File: config.mk
export PLATFORM = sky130hd
export DESIGN_NAME = wwdt_top
export DESIGN_NICKNAME = d
export VERILOG_FILES = /design/src/rtl/wwdt_pkg.sv /design/src/rtl/wwdt_regs.sv /design/src/rtl/wwdt_core.sv /design/src/rtl/wwdt_top.sv
export SDC_FILE = /design/constraint.sdc
export NUM_CORES = 1
export LEC_CHECK = 0
export BUFFER_PORTS_ARGS = -buffer_cell sky130_fd_sc_hd__clkbuf_2
export CAP_MARGIN = 15
export CORE_MARGIN = 5
export CORE_UTILIZATION = 45
export DETAILED_ROUTE_END_ITERATION = 10
export SETUP_SLACK_MARGIN = 0.3
export SYNTH_ARGS = -nofsm -noshare
export SYNTH_HDL_FRONTEND = slang
export SYNTH_HIERARCHICAL = 1
export SYNTH_SLANG_ARGS = --single-unit
File: constraint.sdc
create_clock -name clk -period 7.7 [get_ports clk]
set_input_delay 0.77 -clock clk [delete_from_list [all_inputs] [get_ports clk]]
set_output_delay 0.77 -clock clk [all_outputs]
set_load 0.01 [all_outputs]
File: src/rtl/wwdt_pkg.sv
package wwdt_pkg;
  localparam int BASE_LOG2 = 3;
  localparam int MAX_PER   = 11;
  localparam int MAX_WIN   = 10;
  localparam int CODE_W    = 4;
  localparam int DATA_W    = 8;
  localparam int ADDR_W    = 3;
  localparam logic [7:0] KICK_KEY = 8'hA5;

  typedef enum logic [ADDR_W-1:0] {
    A_CTRL    = 3'd0,
    A_TIMING  = 3'd1,
    A_WARN    = 3'd2,
    A_IEN_SET = 3'd3,
    A_IEN_CLR = 3'd4,
    A_FLAG    = 3'd5,
    A_KICK    = 3'd6,
    A_STAT    = 3'd7
  } reg_addr_e;

  function automatic logic [CODE_W-1:0] sat_code(input logic [CODE_W-1:0] c,
                                                 input int unsigned lim);
    return (32'(c) > lim) ? CODE_W'(lim) : c;
  endfunction
endpackage

File: src/rtl/wwdt_regs.sv
module wwdt_regs
  import wwdt_pkg::*;
#(
  parameter int CW   = CODE_W,
  parameter int DW   = DATA_W,
  parameter int AW   = ADDR_W,
  parameter int PMAX = MAX_PER,
  parameter int WMAX = MAX_WIN
) (
  input  logic          clk,
  input  logic          rst_n,
  input  logic          tick_en,
  input  logic          wr_en,
  input  logic [AW-1:0] addr,
  input  logic [DW-1:0] wdata,
  input  logic          core_en,
  input  logic          clr_busy,
  input  logic          ew_set,
  output logic [DW-1:0] rdata,
  output logic          run_sh,
  output logic          win_sh,
  output logic [CW-1:0] per_code,
  output logic [CW-1:0] win_code,
  output logic [CW-1:0] ew_code,
  output logic          apply_ctrl,
  output logic          kick_wr,
  output logic          flag,
  output logic          irq,
  output logic          busy,
  output logic          lock
);
  logic pend_ctrl, pend_cfg, ien;
  logic wr_ctrl, wr_timing, wr_warn;

  assign lock       = run_sh | core_en;
  assign busy       = pend_ctrl | pend_cfg | clr_busy;
  assign wr_ctrl    = wr_en && (addr == A_CTRL);
  assign wr_timing  = wr_en && (addr == A_TIMING) && !lock;
  assign wr_warn    = wr_en && (addr == A_WARN) && !lock;
  assign kick_wr    = wr_en && (addr == A_KICK) && !busy;
  assign apply_ctrl = pend_ctrl & tick_en;
  assign irq        = flag & ien;

  always_ff @(posedge clk or negedge rst_n) begin
    if (!rst_n) begin
      run_sh    <= 1'b0;
      win_sh    <= 1'b0;
      per_code  <= '0;
      win_code  <= '0;
      ew_code   <= '0;
      pend_ctrl <= 1'b0;
      pend_cfg  <= 1'b0;
      ien       <= 1'b0;
      flag      <= 1'b0;
    end else begin
      if (wr_ctrl) begin
        run_sh    <= wdata[0];
        if (!lock) win_sh <= wdata[1];
        pend_ctrl <= 1'b1;
      end else if (tick_en) begin
        pend_ctrl <= 1'b0;
      end
      if (wr_timing) begin
        per_code <= sat_code(wdata[CW-1:0], PMAX);
        win_code <= sat_code(wdata[2*CW-1:CW], WMAX);
        pend_cfg <= 1'b1;
      end else if (tick_en) begin
        pend_cfg <= 1'b0;
      end
      if (wr_warn) ew_code <= sat_code(wdata[CW-1:0], PMAX);
      if (wr_en && addr == A_IEN_SET && wdata[0]) ien <= 1'b1;
      else if (wr_en && addr == A_IEN_CLR && wdata[0]) ien <= 1'b0;
      if (ew_set) flag <= 1'b1;
      else if (wr_en && addr == A_FLAG && wdata[0]) flag <= 1'b0;
    end
  end

  always_comb begin
    rdata = '0;
    case (reg_addr_e'(addr))
      A_CTRL:    rdata = DW'({win_sh, run_sh});
      A_TIMING:  rdata = DW'({win_code, per_code});
      A_WARN:    rdata = DW'(ew_code);
      A_IEN_SET,
      A_IEN_CLR: rdata = DW'(ien);
      A_FLAG:    rdata = DW'(flag);
      A_STAT:    rdata = DW'(busy);
      default:   rdata = '0;
    endcase
  end
endmodule

File: src/rtl/wwdt_core.sv
module wwdt_core
  import wwdt_pkg::*;
#(
  parameter int CW    = CODE_W,
  parameter int DW    = DATA_W,
  parameter int BASE  = BASE_LOG2,
  parameter int PMAX  = MAX_PER,
  parameter logic [DW-1:0] KEY = KICK_KEY,
  localparam int CNT_W = BASE + PMAX + 1
) (
  input  logic             clk,
  input  logic             rst_n,
  input  logic             tick_en,
  input  logic             apply_ctrl,
  input  logic             run_sh,
  input  logic             win_sh,
  input  logic [CW-1:0]    per_code,
  input  logic [CW-1:0]    win_code,
  input  logic [CW-1:0]    ew_code,
  input  logic             kick_wr,
  input  logic [DW-1:0]    kick_data,
  output logic             core_en,
  output logic [CNT_W-1:0] cnt,
  output logic [CNT_W-1:0] per_ticks,
  output logic             ew_set,
  output logic             clr_busy,
  output logic             rst_req
);
  localparam logic [CNT_W-1:0] ONE = CNT_W'(1);

  logic             win_on, run_step, stop_now, timeout;
  logic             kick_bad, kick_ok, early;
  logic [CNT_W-1:0] win_ticks, ew_ticks, nxt;

  assign per_ticks = ONE << (BASE + int'(per_code));
  assign win_ticks = ONE << (BASE + int'(win_code));
  assign ew_ticks  = ONE << (BASE + int'(ew_code));
  assign nxt       = cnt + ONE;

  assign stop_now = apply_ctrl && !run_sh;
  assign run_step = tick_en && core_en && !stop_now && !clr_busy;
  assign timeout  = run_step && (nxt == per_ticks);
  assign ew_set   = run_step && (nxt == ew_ticks);

  assign early    = win_on && (cnt < win_ticks);
  assign kick_bad = kick_wr && core_en && ((kick_data != KEY) || early);
  assign kick_ok  = kick_wr && core_en && !kick_bad;

  always_ff @(posedge clk or negedge rst_n) begin
    if (!rst_n) begin
      core_en  <= 1'b0;
      win_on   <= 1'b0;
      cnt      <= '0;
      clr_busy <= 1'b0;
      rst_req  <= 1'b0;
    end else begin
      rst_req <= kick_bad | timeout;
      if (kick_ok) clr_busy <= 1'b1;
      else if (tick_en) clr_busy <= 1'b0;
      if (tick_en) begin
        if (apply_ctrl && !(core_en && run_sh)) begin
          core_en <= run_sh;
          win_on  <= win_sh;
          cnt     <= '0;
        end else if (core_en) begin
          if (clr_busy || timeout) cnt <= '0;
          else                     cnt <= nxt;
        end
      end
    end
  end
endmodule

File: src/rtl/wwdt_top.sv
module wwdt_top
  import wwdt_pkg::*;
#(
  parameter int CW    = CODE_W,
  parameter int DW    = DATA_W,
  parameter int AW    = ADDR_W,
  parameter int BASE  = BASE_LOG2,
  parameter int PMAX  = MAX_PER,
  parameter int WMAX  = MAX_WIN,
  parameter logic [DW-1:0] KEY = KICK_KEY,
  localparam int CNT_W = BASE + PMAX + 1
) (
  input  logic          clk,
  input  logic          rst_n,
  input  logic          tick_en,
  input  logic          wr_en,
  input  logic [AW-1:0] addr,
  input  logic [DW-1:0] wdata,
  output logic [DW-1:0] rdata,
  output logic          irq,
  output logic          rst_req
);
  logic             run_sh, win_sh, apply_ctrl, kick_wr, flag, busy, lock;
  logic             core_en, ew_set, clr_busy;
  logic [CW-1:0]    per_code, win_code, ew_code;
  logic [CNT_W-1:0] cnt, per_ticks;

  wwdt_regs #(.CW(CW), .DW(DW), .AW(AW), .PMAX(PMAX), .WMAX(WMAX)) u_regs (
    .clk(clk), .rst_n(rst_n), .tick_en(tick_en), .wr_en(wr_en), .addr(addr),
    .wdata(wdata), .core_en(core_en), .clr_busy(clr_busy), .ew_set(ew_set),
    .rdata(rdata), .run_sh(run_sh), .win_sh(win_sh), .per_code(per_code),
    .win_code(win_code), .ew_code(ew_code), .apply_ctrl(apply_ctrl),
    .kick_wr(kick_wr), .flag(flag), .irq(irq), .busy(busy), .lock(lock)
  );

  wwdt_core #(.CW(CW), .DW(DW), .BASE(BASE), .PMAX(PMAX), .KEY(KEY)) u_core (
    .clk(clk), .rst_n(rst_n), .tick_en(tick_en), .apply_ctrl(apply_ctrl),
    .run_sh(run_sh), .win_sh(win_sh), .per_code(per_code), .win_code(win_code),
    .ew_code(ew_code), .kick_wr(kick_wr), .kick_data(wdata), .core_en(core_en),
    .cnt(cnt), .per_ticks(per_ticks), .ew_set(ew_set), .clr_busy(clr_busy),
    .rst_req(rst_req)
  );
endmodule

## Word level (Yosys, flattened, before mapping)

Index checks and enable logic that the tools add are counted.

| storage, ports and cells | value |
|---|---|
| output and inout bits | 10 |
| input port bits | 15 |
| register bits after elaboration | 37 |
| word-level logic and storage cells | 100 |

| cells by class | value |
|---|---|
| reduce and logical (&&, ||, !) cells | 45 |
| magnitude comparators | 3 |
| bitwise operators | 7 |
| mux-type cells | 14 |
| $add $sub $neg | 4 |
| shifts and indexed selects | 3 |
| equality and inequality tests | 10 |

Operators with widths:

| kind | number |
|---|---|
| $shl A1 B32 Y15 const A | 3 |
| $pmux W8 S6 | 1 |
| $mux W15 | 3 |
| $eq A15 B15 Y1 | 2 |
| $logic_and A1 B1 Y1 | 25 |
| $add A15 B1 Y15 const B | 1 |
| $add A2 B4 Y5 const A | 3 |
| $lt A15 B15 Y1 | 1 |
| $eq A3 B3 Y1 const B | 4 |
| $reduce_bool A2 Y1 | 6 |
| $gt A4 B4 Y1 const B | 2 |
| $mux W1 | 8 |
| $mux W4 | 2 |
| $ne A8 B8 Y1 const B | 1 |
| $logic_not A1 Y1 | 7 |
| $eq A3 B2 Y1 const B | 2 |
| $reduce_and A2 Y1 | 3 |
| $or A1 B1 Y1 | 4 |
| $eq A3 B1 Y1 const B | 1 |
| $logic_not A3 Y1 | 1 |
| $and A1 B1 Y1 | 2 |
| $logic_or A1 B1 Y1 | 2 |
| $reduce_or A2 Y1 | 1 |
| $not A1 Y1 | 1 |

## Depth between registers and ports, before layout

Gate-level depths: netlist of the first run.

| depth | value |
|---|---|
| depth after elaboration | 10 |
| gate-level depth with buffers | 12 |

## Hierarchy

The synthesis of the first run kept the hierarchy.

By module, submodules not included:

| module | instances | area each (um^2) | cells each |
|---|---|---|---|
| wwdt_core | 1 | 2393.5 | 322 |
| wwdt_regs | 1 | 1018.5 | 101 |

## Worst setup path after synthesis of the first run

OpenSTA, ideal clock, no wires.

| timing path | value |
|---|---|
| path type | input -> register |
| start | in tick_en |
| end | reg u_core.cnt[10] |
| data arrival time | 2887 ps |
| stages | 10 |
| setup slack | 4672 ps |
| path buffers | 1 |
| setup time | 142 ps |
| cells stage by stage | and2_1 nor2b_1 nor3_4 nand4b_1 or4_1 nor4_2 o2111ai_2 buf_2 nand4_1 o311ai_1 |

| between the ends | value |
|---|---|
| cells in the longest elaborated chain, start to end | 10 |
| elaborated cells on any way between the ends | 14 |

Ends and longest elaborated chain:

| element | line | source |
|---|---|---|
| from (decl) | wwdt_top.sv:15 | `input logic tick_en,` |
| $and A1 B1 Y1 | wwdt_regs.sv:41 | `assign apply_ctrl = pend_ctrl & tick_en;` |
| $logic_and A1 B1 Y1 | wwdt_core.sv:40 | `assign stop_now = apply_ctrl && !run_sh;` |
| $logic_not A1 Y1 | wwdt_core.sv:41 | `assign run_step = tick_en && core_en && !stop_now && !clr_busy;` |
| $logic_and A1 B1 Y1 (2 in series) | wwdt_core.sv:41 |  |
| $logic_and A1 B1 Y1 | wwdt_core.sv:42 | `assign timeout = run_step && (nxt == per_ticks);` |
| $logic_or A1 B1 Y1 | wwdt_core.sv:66 | `if (clr_busy \|\| timeout) cnt <= '0;` |
| $mux W15 | wwdt_core.sv:66 |  |
| $mux W15 | wwdt_core.sv:65 | `end else if (core_en) begin` |
| $mux W15 | wwdt_core.sv:61 | `if (apply_ctrl && !(core_en && run_sh)) begin` |
| to (signal assigned) | wwdt_core.sv:67 | `else cnt <= nxt;` |
| to (decl) | wwdt_core.sv:23 | `output logic [CNT_W-1:0] cnt,` |

Parallel ways exist; a longest one is shown, timed or not. The select of a mux whose other input is x is not followed.
A chain may end at the register's enable or synchronous reset.

## Final worst setup path of the first run

| timing path | value |
|---|---|
| start | in tick_en |
| end | reg u_core.cnt[14] |

| between the ends | value |
|---|---|
| cells in the longest elaborated chain, start to end | 10 |
| elaborated cells on any way between the ends | 14 |

Ends and longest elaborated chain:

| element | line | source |
|---|---|---|
| $and A1 B1 Y1 (*) | wwdt_regs.sv:41 |  |
| named net apply_ctrl | wwdt_top.sv:23 | `logic run_sh, win_sh, apply_ctrl, kick_wr, flag, busy, lock;` |
| $logic_and A1 B1 Y1 | wwdt_core.sv:40 |  |
| $logic_not A1 Y1 | wwdt_core.sv:41 |  |
| $logic_and A1 B1 Y1 (2 in series) | wwdt_core.sv:41 |  |
| $logic_and A1 B1 Y1 | wwdt_core.sv:42 |  |
| $logic_or A1 B1 Y1 | wwdt_core.sv:66 |  |
| $mux W15 | wwdt_core.sv:66 |  |
| $mux W15 | wwdt_core.sv:65 |  |
| $mux W15 | wwdt_core.sv:61 |  |

Mark *: on every way through the listed nets, which the timed path passes. The rest lies on a longest branch. The select of a mux whose other input is x is not followed.

==> results by group, run 1 <==
Global routing
  – Total grt overflow: 0
  – Global-route usage over all layers: 0.2018
  – First-pass GRT wire length: 14.68 mm
  – Largest net degree at the start of global routing: 38
  – Initial antenna violation count: 0
  – Vias in the first global route: 3015

Place
  – GP Congestion: approximately 0.9
  – Post-Place Cell Area: 0.003498 mm²
  – DP HPWL: ~6.5 mm
  – Port Buf Inserts: 24

Floorplanning
  – Die Ht: ~97 µm
  – IO Pins: 25
  – Core Footprint: 0.007292 mm²
  – Die area: ~0.0093 mm²
  – Die W: around 97 µm
  – # rows: 31
  – Initial Util: 0.4623

Logic synthesis
  – Syn_area_per_cell: between 8 and 9 µm²
  – Synthesis warning total: 6
  – Synth Instances: 415
  – Syn Std Cell Area: around 0.0034 mm²

STA
  – Setup TNS: 0 ns
  – Max Freq: roughly 270 MHz
  – Worst rel slew slack: 0.2184
  – Post-route clock period utilization: 0.4850
  – Worst-Margin Slew: roughly 1.2 ns
  – RSZ-0062 raised after global routing: false
  – Min Tclk post-route: 3.734 ns
  – Final Slew Violations: 0
  – Skew final: around 0.0053 ns
  – Final Hold Fails: 0
  – Final setup viols: 0

Critical path
  – CP Buf/Inv Count: 1
  – Highest-delay cell along the critical path: or4_1
  – R2R Path End: u_core/cnt[14]
  – Worst EP arrival: between 3 and 4 ns
  – CP Launch Type: input pin
  – Crit path max fanout: 17
  – Crit end category: flip-flop
  – WS Path Type: input pin to flip-flop
  – Worst r2r src: u_regs/pend_ctrl
  – Worst Path Required: between 7 and 8 ns
  – Top delay family on crit path: simple AND/OR/NAND/NOR gates
  – Crit-path max cell delay: ~0.57 ns
  – CP Cell Sequence: clkbuf_2 -> and2_1 -> nor2b_1 -> nor3_4 -> nand4b_1 -> or4_1 -> nor4_2 -> o2111ai_2 -> nand2_1 -> o211ai_1
  – Reg2reg path depth: 9
  – R2R Setup Slk: between 4 and 5 ns

CTS
  – Skew-Pair Late Insertion Delay: between 0.2 and 0.3 ns
  – Clock tree buffer depth: 2
  – Hold-fix buffers, CTS: 0
  – Worst-path clk slew: about 0.08 ns
  – Post-cts resize count: 0
  – TritonCTS Sinks: 37
  – CTS H-Tree Depth: 2
  – Post-CTS setup buffer count: 0
  – CTS tree: done
  – Clock root buffer: clkbuf_8
  – TritonCTS Buffers: 5

Hold path
  – Worst min-delay path category: flip-flop to flip-flop
  – Min-Delay Endpoint: u_core/win_on
  – Hold depth: 1
  – Hold Path Origin: u_core/win_on

Drt
  – Vias per cell: around 6
  – Post-route DRC: 0
  – Routed WL per cell: approximately 17 µm
  – Total number of vias: between 3k and 4k
  – Routed Antenna Nets: 0
  – First-pass DRT Iterations: 5
  – Final wirelength: roughly 8.7 mm
  – Detailed router's first-iteration violation count: roughly 180

Final layout
  – Area grow syn2layout: 6.904%
  – Most common cell after layout, fill and taps aside: nand2_1
  – Cell area after layout: about 0.0036 mm²
  – Most frequent cells in the layout: 64 x nand2_1, 37 x dfrtp_1, 25 x nor2_1
  – Layout cells sized above 1: 0.1395
  – Ant. Diodes: 0
  – Final Net Count: 452

Power
  – VDD IR max: between 100 and 150 µV
  – Pwr dens: between 150 and 200 mW/mm²
  – P_leak: between 1.5 and 2 nW

Status
  – Status: finished, final reports clean

Run
  – MaxCap Viol Count: 0
## registers in the layout (all words and copies together), names as in the netlist, 4 cells and up
| register | count |
|---|---|
| u_regs/win_code | 4 |
| u_regs/per_code | 4 |
| u_regs/ew_code | 4 |
| u_core/cnt | 15 |
## stage by stage
| step | hold WS [ns] | power (mW) | setup slack [ns] | instances | util |
|---|---|---|---|---|---|
| 6_report | 0.5061 | 0.7028 | 3.966 | 522 | 0.4942 |
| 4_1_cts | 0.5088 | 0.7056 | 4.015 | 522 | 0.4942 |
| 3_3_place_gp | 0.4856 | 0.5378 | 3.841 | 514 | 0.4798 |
| 2_1_floorplan | 0.4580 | 0.4749 | 4.672 | 416 | - |
| 5_1_grt | 0.5384 | 0.7583 | 3.736 | 522 | 0.4942 |
| 3_5_place_dp | 0.4907 | 0.5447 | 3.703 | 514 | 0.4798 |
## area by class of cell
cell class                 instances  area (µm²)
fill                             759        3689
multi-input combinational        344        2291
sequential                        37       925.9
tap                               99       123.9
timing repair buffer              24       120.1
clock buffer                       7       96.34
inverter                          10       37.54
clock inverter                     1       8.758
## where the power goes
group | switching, mW | internal [mW] | leakage [nW]
Clock | 0.0779 | 0.0828 | 0.0549
Sequential | 0.0704 | 0.226 | 0.484
Combinational | 0.134 | 0.112 | 0.962
Total | 0.282 | 0.421 | 1.50
## worst reg2reg max path: stages, from the launching register on
cell and delay [ns]:
dfrtp_1 0.39, and2_1 0.16, nor2b_1 0.16, nor3_4 0.55
nand4b_1 0.22, or4_1 0.57, nor4_2 0.31, o2111ai_2 0.45
nand2_1 0.42, o211ai_1 0.14
## worst max-delay path by stage
stage	from	endpoint	slack (ns)	cells past startpoint
after floorplan	tick_en	u_core/cnt[10]	4.67	10
after global placement	tick_en	u_core/cnt[11]	3.84	10
after detailed placement	tick_en	u_core/cnt[12]	3.70	10
after CTS	tick_en	u_core/cnt[14]	4.02	10
after global routing	tick_en	u_core/cnt[11]	3.74	10
final	tick_en	u_core/cnt[14]	3.97	10
## per-layer routing
metal	vias up	part of all wire	global-route usage
met4	0	0.019	0.07243
met3	15	0.047	0.02711
met5	-	0	0
li1	1533	-	-
met2	99	0.48	0.3264
met1	1485	0.46	0.2752
Note: power is estimated with default switching activity, not from simulation.
==> inputs of run 2 (changes only) <==
- ABC_AREA: unset -> 1
- clock period: 7.7 -> 3.3 ns (I/O delays scaled with it)
==> run 2 against run 1 <==
  * Clock skew up 0.0032 ns
  * Core utilization shrank 0.081 points
  * Flip-flop and latch count unchanged
  * Synthesized cell count up 31%
  * Cell count up 27%
  * Area after synthesis is 1.1% lower
  * Final area is 0.69% lower
  * Worst setup slack lost 3.1 ns
  * Global-route usage up 0.95 points
  * Hold slack lost 0.33 ns
  * Critical path type is now flip-flop to flip-flop
==> results by group, run 2 <==
Floorplanning
  – Core Footprint: just over 0.007 mm²
  – Die W: between 90 and 100 µm
  – Die area: between 0.009 and 0.01 mm²
  – # rows: 31
  – IO Pins: 25
  – Initial Util: 0.4597
  – Die Ht: between 90 and 100 µm

Drt
  – Detailed router's first-iteration violation count: about 230
  – Routed Antenna Nets: 0
  – Post-route DRC: 0
  – Total number of vias: 3437
  – Vias per cell: 5.184
  – First-pass DRT Iterations: 5
  – Routed WL per cell: 13.33 µm
  – Final wirelength: a little under 9 mm

Logic synthesis
  – Syn_area_per_cell: between 6 and 7 µm²
  – Syn Std Cell Area: 0.003334 mm²
  – Synthesis warning total: 6
  – Synth Instances: around 540

Critical path
  – Worst EP arrival: between 2 and 3 ns
  – Reg2reg path depth: 12
  – WS Path Type: flip-flop to flip-flop
  – CP Launch Type: flip-flop
  – Crit path max fanout: 16
  – Worst Path Required: between 3 and 4 ns
  – Crit end category: flip-flop

STA
  – Skew final: approximately 0.0085 ns
  – Max Freq: 412.1 MHz
  – Final Slew Violations: 0
  – Post-route clock period utilization: 0.7353
  – Worst setup margin: slightly below 0.9 ns
  – Final setup viols: 0
  – Hold slack: around 0.18 ns
  – Worst rel slew slack: 0.3722
  – Setup TNS: 0 ns
  – Worst-Margin Slew: about 0.94 ns
  – Min Tclk post-route: between 2 and 2.5 ns
  – RSZ-0062 raised after global routing: false
  – Final Hold Fails: 0

Status
  – Status: finished, final reports clean

CTS
  – Worst-path clk slew: 0.07 ns
  – Clock tree buffer depth: 2
  – TritonCTS Sinks: 37
  – Skew-Pair Late Insertion Delay: between 0.2 and 0.3 ns
  – Clock root buffer: clkbuf_8
  – Post-cts resize count: 0
  – TritonCTS Buffers: 5
  – Post-CTS setup buffer count: 0
  – CTS H-Tree Depth: 2
  – CTS tree: done
  – Hold-fix buffers, CTS: 0

Final layout
  – Fillers: roughly 770
  – Max FFs per register: 15
  – Layout cells sized above 1: 0.09397
  – Final Net Count: 594
  – Ant. Diodes: 0
  – Area grow syn2layout: 7.317%
  – Most frequent cells in the layout: 179 x nand2_1, 76 x inv_1, 74 x nor2_1
  – Cell area after layout: 0.003578 mm²
  – Top reg by flops: u_core/cnt
  – Most common cell after layout, fill and taps aside: nand2_1
  – Layout Utilization: 0.4934
  – Finished Layout Cells: around 660

Run
  – MaxCap Viol Count: 0

Global routing
  – Initial antenna violation count: 0
  – Total grt overflow: 0
  – Vias in the first global route: 3241
  – First-pass GRT wire length: between 15 and 20 mm
  – Global-route usage over all layers: 0.2113
  – Largest net degree at the start of global routing: 38

Place
  – Port Buf Inserts: 24
  – DP HPWL: ~7.0 mm
  – GP Congestion: 0.9012
  – Setup WS pre-CTS: between 0.9 and 1 ns
  – Post-Place Cell Area: between 0.003 and 0.004 mm²
  – Placed instance count: between 600 and 700

Hold path
  – Worst min-delay path category: input pin to async pin

Power
  – Pwr Total: approximately 1.6 mW
  – P_leak: roughly 1.9 nW
  – Pwr dens: about 440 mW/mm²
  – VDD IR max: approximately 200 µV
## run 2: worst max-delay path: stages (launching register included)
cell	delay, ns
dfrtp_1	0.51
ha_1	0.36
inv_1	0.11
nor3_1	0.25
nand2_1	0.09
nand2_1	0.08
nand2_1	0.13
nand2_1	0.10
nand3_1	0.09
nor3_2	0.13
nand2_2	0.25
nand3_1	0.16
nand2_1	0.06
## run 2: final cells by class
class,count,area [µm²],share of cell area
clock buffers,7,86.33,0.02413
flip-flops and latches,37,925.9,0.2587
well taps,99,123.9,0.03462
inverters,80,302.8,0.08462
multi-input cells,416,2019,0.5643
repair buffers,24,120.1,0.03357
## run 2: power by group
group | leakage [nW] | internal [mW] | switching, mW | total, mW
clock | 0.0443 | 0.166 | 0.157 | 0.323
sequential | 0.482 | 0.535 | 0.129 | 0.664
combinational | 1.35 | 0.214 | 0.386 | 0.600
total | 1.87 | 0.914 | 0.673 | 1.59
## run 2: final timing paths
| path | startpoint | endpoint | slack, ns |
|---|---|---|---|
| setup / recovery | u_core/cnt[0] | u_core/cnt[8] | 0.87 |
| hold / removal | rst_n | u_regs/win_code[0] | 0.18 |
| setup reg to reg | u_core/cnt[0] | u_core/cnt[8] | 0.87 |
| hold reg to reg | u_regs/win_sh | u_regs/win_sh | 0.52 |
| max in group asynchronous | rst_n | u_regs/ew_code[3] | 2.53 |
| min in group clk | wdata[7] | u_regs/win_code[3] | 0.31 |
## run 2: metal layers
| layer | GRT usage | up-vias | routed length [µm] |
|---|---|---|---|
| met5 | 0 | - | 0 |
| met4 | 0.06635 | 0 | 178 |
| met3 | 0.02658 | 11 | 482 |
| met2 | 0.3445 | 100 | 4115 |
| met1 | 0.2900 | 1581 | 4058 |
| li1 | - | 1745 | - |
==> inputs of run 3 (changes only) <==
- ABC_AREA: 1 -> 0
- clock period: 3.3 -> 2 ns (I/O delays scaled with it)
==> run 3 against run 2 <==
  * The flow now finishes with violations (negative setup slack)
  * Cell count down 4.1%
  * Hold slack worse by 0.040 ns
  * Sequential share of layout area down 6.6 points
  * Register-to-register slack worse by 1.4 ns
  * Die area up 0.97%
  * Clock power up 110%
  * Non-clock buffer count up 114
  * Critical path depth down 1
  * Final area up 35%
  * Worst setup slack worse by 1.4 ns
  * Clock skew about the same
  * Critical path type unchanged
  * Highest routed layer unchanged
==> results by group, run 3 (synthesis results as in run 1) <==
Status
  – Status: finished, violations left
  – Violated checks: negative setup slack

Critical path
  – Crit end category: flip-flop
  – Highest-delay cell along the critical path: or4_4
  – Crit path max fanout: 7
  – Most common cell on crit path: buf_6
  – WS Path Type: flip-flop to flip-flop
  – CP Buf/Inv Count: 2
  – Top delay family on crit path: simple AND/OR/NAND/NOR gates
  – Crit-path max cell delay: ~0.52 ns
  – Worst EP arrival: 2.76 ns
  – Worst Path Required: ~2.2 ns
  – CP Launch Point: u_core/cnt[1]
  – CP Launch Type: flip-flop
  – Worst r2r src: u_core/cnt[1]
  – CP Cell Sequence: ha_2 -> nor2b_4 -> nor2_2 -> nand4b_1 -> or4_4 -> nor4_4 -> o2111ai_2 -> buf_6 -> buf_6 -> a31oi_1 -> o21ai_1

Power
  – VDD IR max: around 410 µV
  – Pwr dens: a little under 700 mW/mm²
  – Pwr Total: approximately 3.3 mW
  – P_leak: roughly 2.2 nW

CTS
  – CTS H-Tree Depth: 2
  – Clock tree buffer depth: 2
  – TritonCTS Sinks: 37
  – Clock root buffer: clkbuf_8
  – Skew-Pair Late Insertion Delay: around 0.30 ns
  – CTS tree: done
  – TritonCTS Buffers: 5
  – Worst-path clk slew: around 0.080 ns

Drt
  – Detailed router's first-iteration violation count: 230
  – First-pass DRT Iterations: 5
  – Routed WL per cell: approximately 16 µm
  – Routed Antenna Nets: 0
  – Final wirelength: 10.40 mm
  – Total number of vias: 3570
  – Vias per cell: 5.613
  – Post-route DRC: 0

Hold path
  – Hold Path Origin: wdata[4]
  – Worst min-delay path category: input pin to flip-flop

Final layout
  – Layout cells sized above 1: 0.4209
  – Most common cell after layout, fill and taps aside: buf_4
  – Fillers: between 600 and 700
  – Top reg by flops: u_core/cnt
  – Layout Utilization: 0.6616
  – Most frequent cells in the layout: 109 x buf_4, 59 x nand2_1, 34 x dfrtp_1
  – Final Net Count: around 570
  – Max FFs per register: 15
  – Ant. Diodes: 0
  – Area grow syn2layout: 43.13%

STA
  – Setup TNS: -7.317 ns
  – Min Tclk post-route: around 2.6 ns
  – Skew final: around 0.0085 ns
  – Final Slew Violations: 0
  – Post-route clock period utilization: 1.279
  – Final setup viols: 17
  – Max Freq: a little under 400 MHz
  – Hold slack: ~0.14 ns
  – RSZ-0062 raised after global routing: true
  – Final Hold Fails: 0
  – Worst setup margin: -0.5581 ns

Floorplanning
  – # rows: 31
  – Initial Util: 0.4623
  – IO Pins: 25
  – Die W: 96.55 µm
  – Die Ht: 96.55 µm
  – Core Footprint: between 0.007 and 0.008 mm²
  – Die area: 0.009321 mm²

Place
  – DP HPWL: 7.679 mm
  – Setup WS pre-CTS: -0.5694 ns
  – Port Buf Inserts: 24
  – GP Congestion: a little over 0.9

Global routing
  – First-pass GRT wire length: between 15 and 20 mm
  – Global routing usage on met2: 0.3885
  – GRT Max-Usage Layer: met2
  – Vias in the first global route: 3351
  – Global-route usage over all layers: 0.2289
  – Initial antenna violation count: 0
  – Met1 usage: 0.2958
  – Largest net degree at the start of global routing: 17
  – Met3 Use GR: 0.03641
  – Total grt overflow: 0

Run
  – MaxCap Viol Count: 0
==> run 3: cell count changes in the layout (fill, tap and decap cells not counted), sizes merged, moves of 10 or more <==
cell / before / now
buf: 0 / 114
nand2: 187 / 64
nor2: 81 / 26
nor2b: 0 / 13
xnor2: 5 / 15
and2: 0 / 10
nand3: 52 / 20
mux2: 0 / 10
inv: 79 / 10
==> run 3: tightest hold or removal path, delay by kind of cell <==
family / cells / cell delay (ns)
AO/OA/AOI/OAI: 1 / 0.05
buffers and inverters: 1 / 0.10
AND/OR/NAND/NOR: 1 / 0.06
==> run 3: through the flow <==
stage               cells  instance area, µm²
floorplan             416                3443
global placement      614                4295
detailed placement    614                4295
CTS                   631                4649
global route          636                4825
finish                636                4825
==> run 3: timing repair <==
| action | CTS | global route |
|---|---|---|
| pin swaps | 11 | 21 |
| gates resized for setup | 41 | 32 |
| cloned | 0 | 0 |
| buffers inserted | 8 | 5 |
| endpoints found under the setup margin | 18 | 18 |
| endpoints found under the hold margin | 9 | 0 |
| hold buffers | 1 | 0 |
==> run 3: cell type report <==
cell class	instances	area [µm²]	share of cell area
multi-input cells	344	2629	0.5449
clock buffers	6	72.57	0.01504
flip-flops and latches	37	929.6	0.1927
inverters	10	37.54	0.007780
well taps	99	123.9	0.02567
repair buffers	138	993.5	0.2059
clock inverters	2	38.79	0.008039
==> run 3: routing by layer <==
metal	wire [µm]	up-vias
met5	0	-
met4	269	0
met3	503	20
met2	5130	96
met1	4496	1693
li1	-	1761
==> run 3: power breakdown <==
| group | internal, mW | switching (mW) | total [mW] |
|---|---|---|---|
| Clock | 0.374 | 0.293 | 0.668 |
| Combinational | 0.786 | 0.850 | 1.64 |
| Sequential | 0.876 | 0.111 | 0.987 |
==> run 3: worst paths after layout <==
kind / to / slack (ns) / cells past startpoint
min in group asynchronous: u_core/cnt[3] / 0.30 / 2
worst min register to register: u_core/win_on / 0.51 / 1
max in group asynchronous: u_regs/ew_code[3] / 1.20 / 3
worst max-delay path: u_core/cnt[3] / -0.56 / 11
worst min-delay path: u_regs/win_code[0] / 0.14 / 3
worst max register to register: u_core/cnt[3] / -0.56 / 11
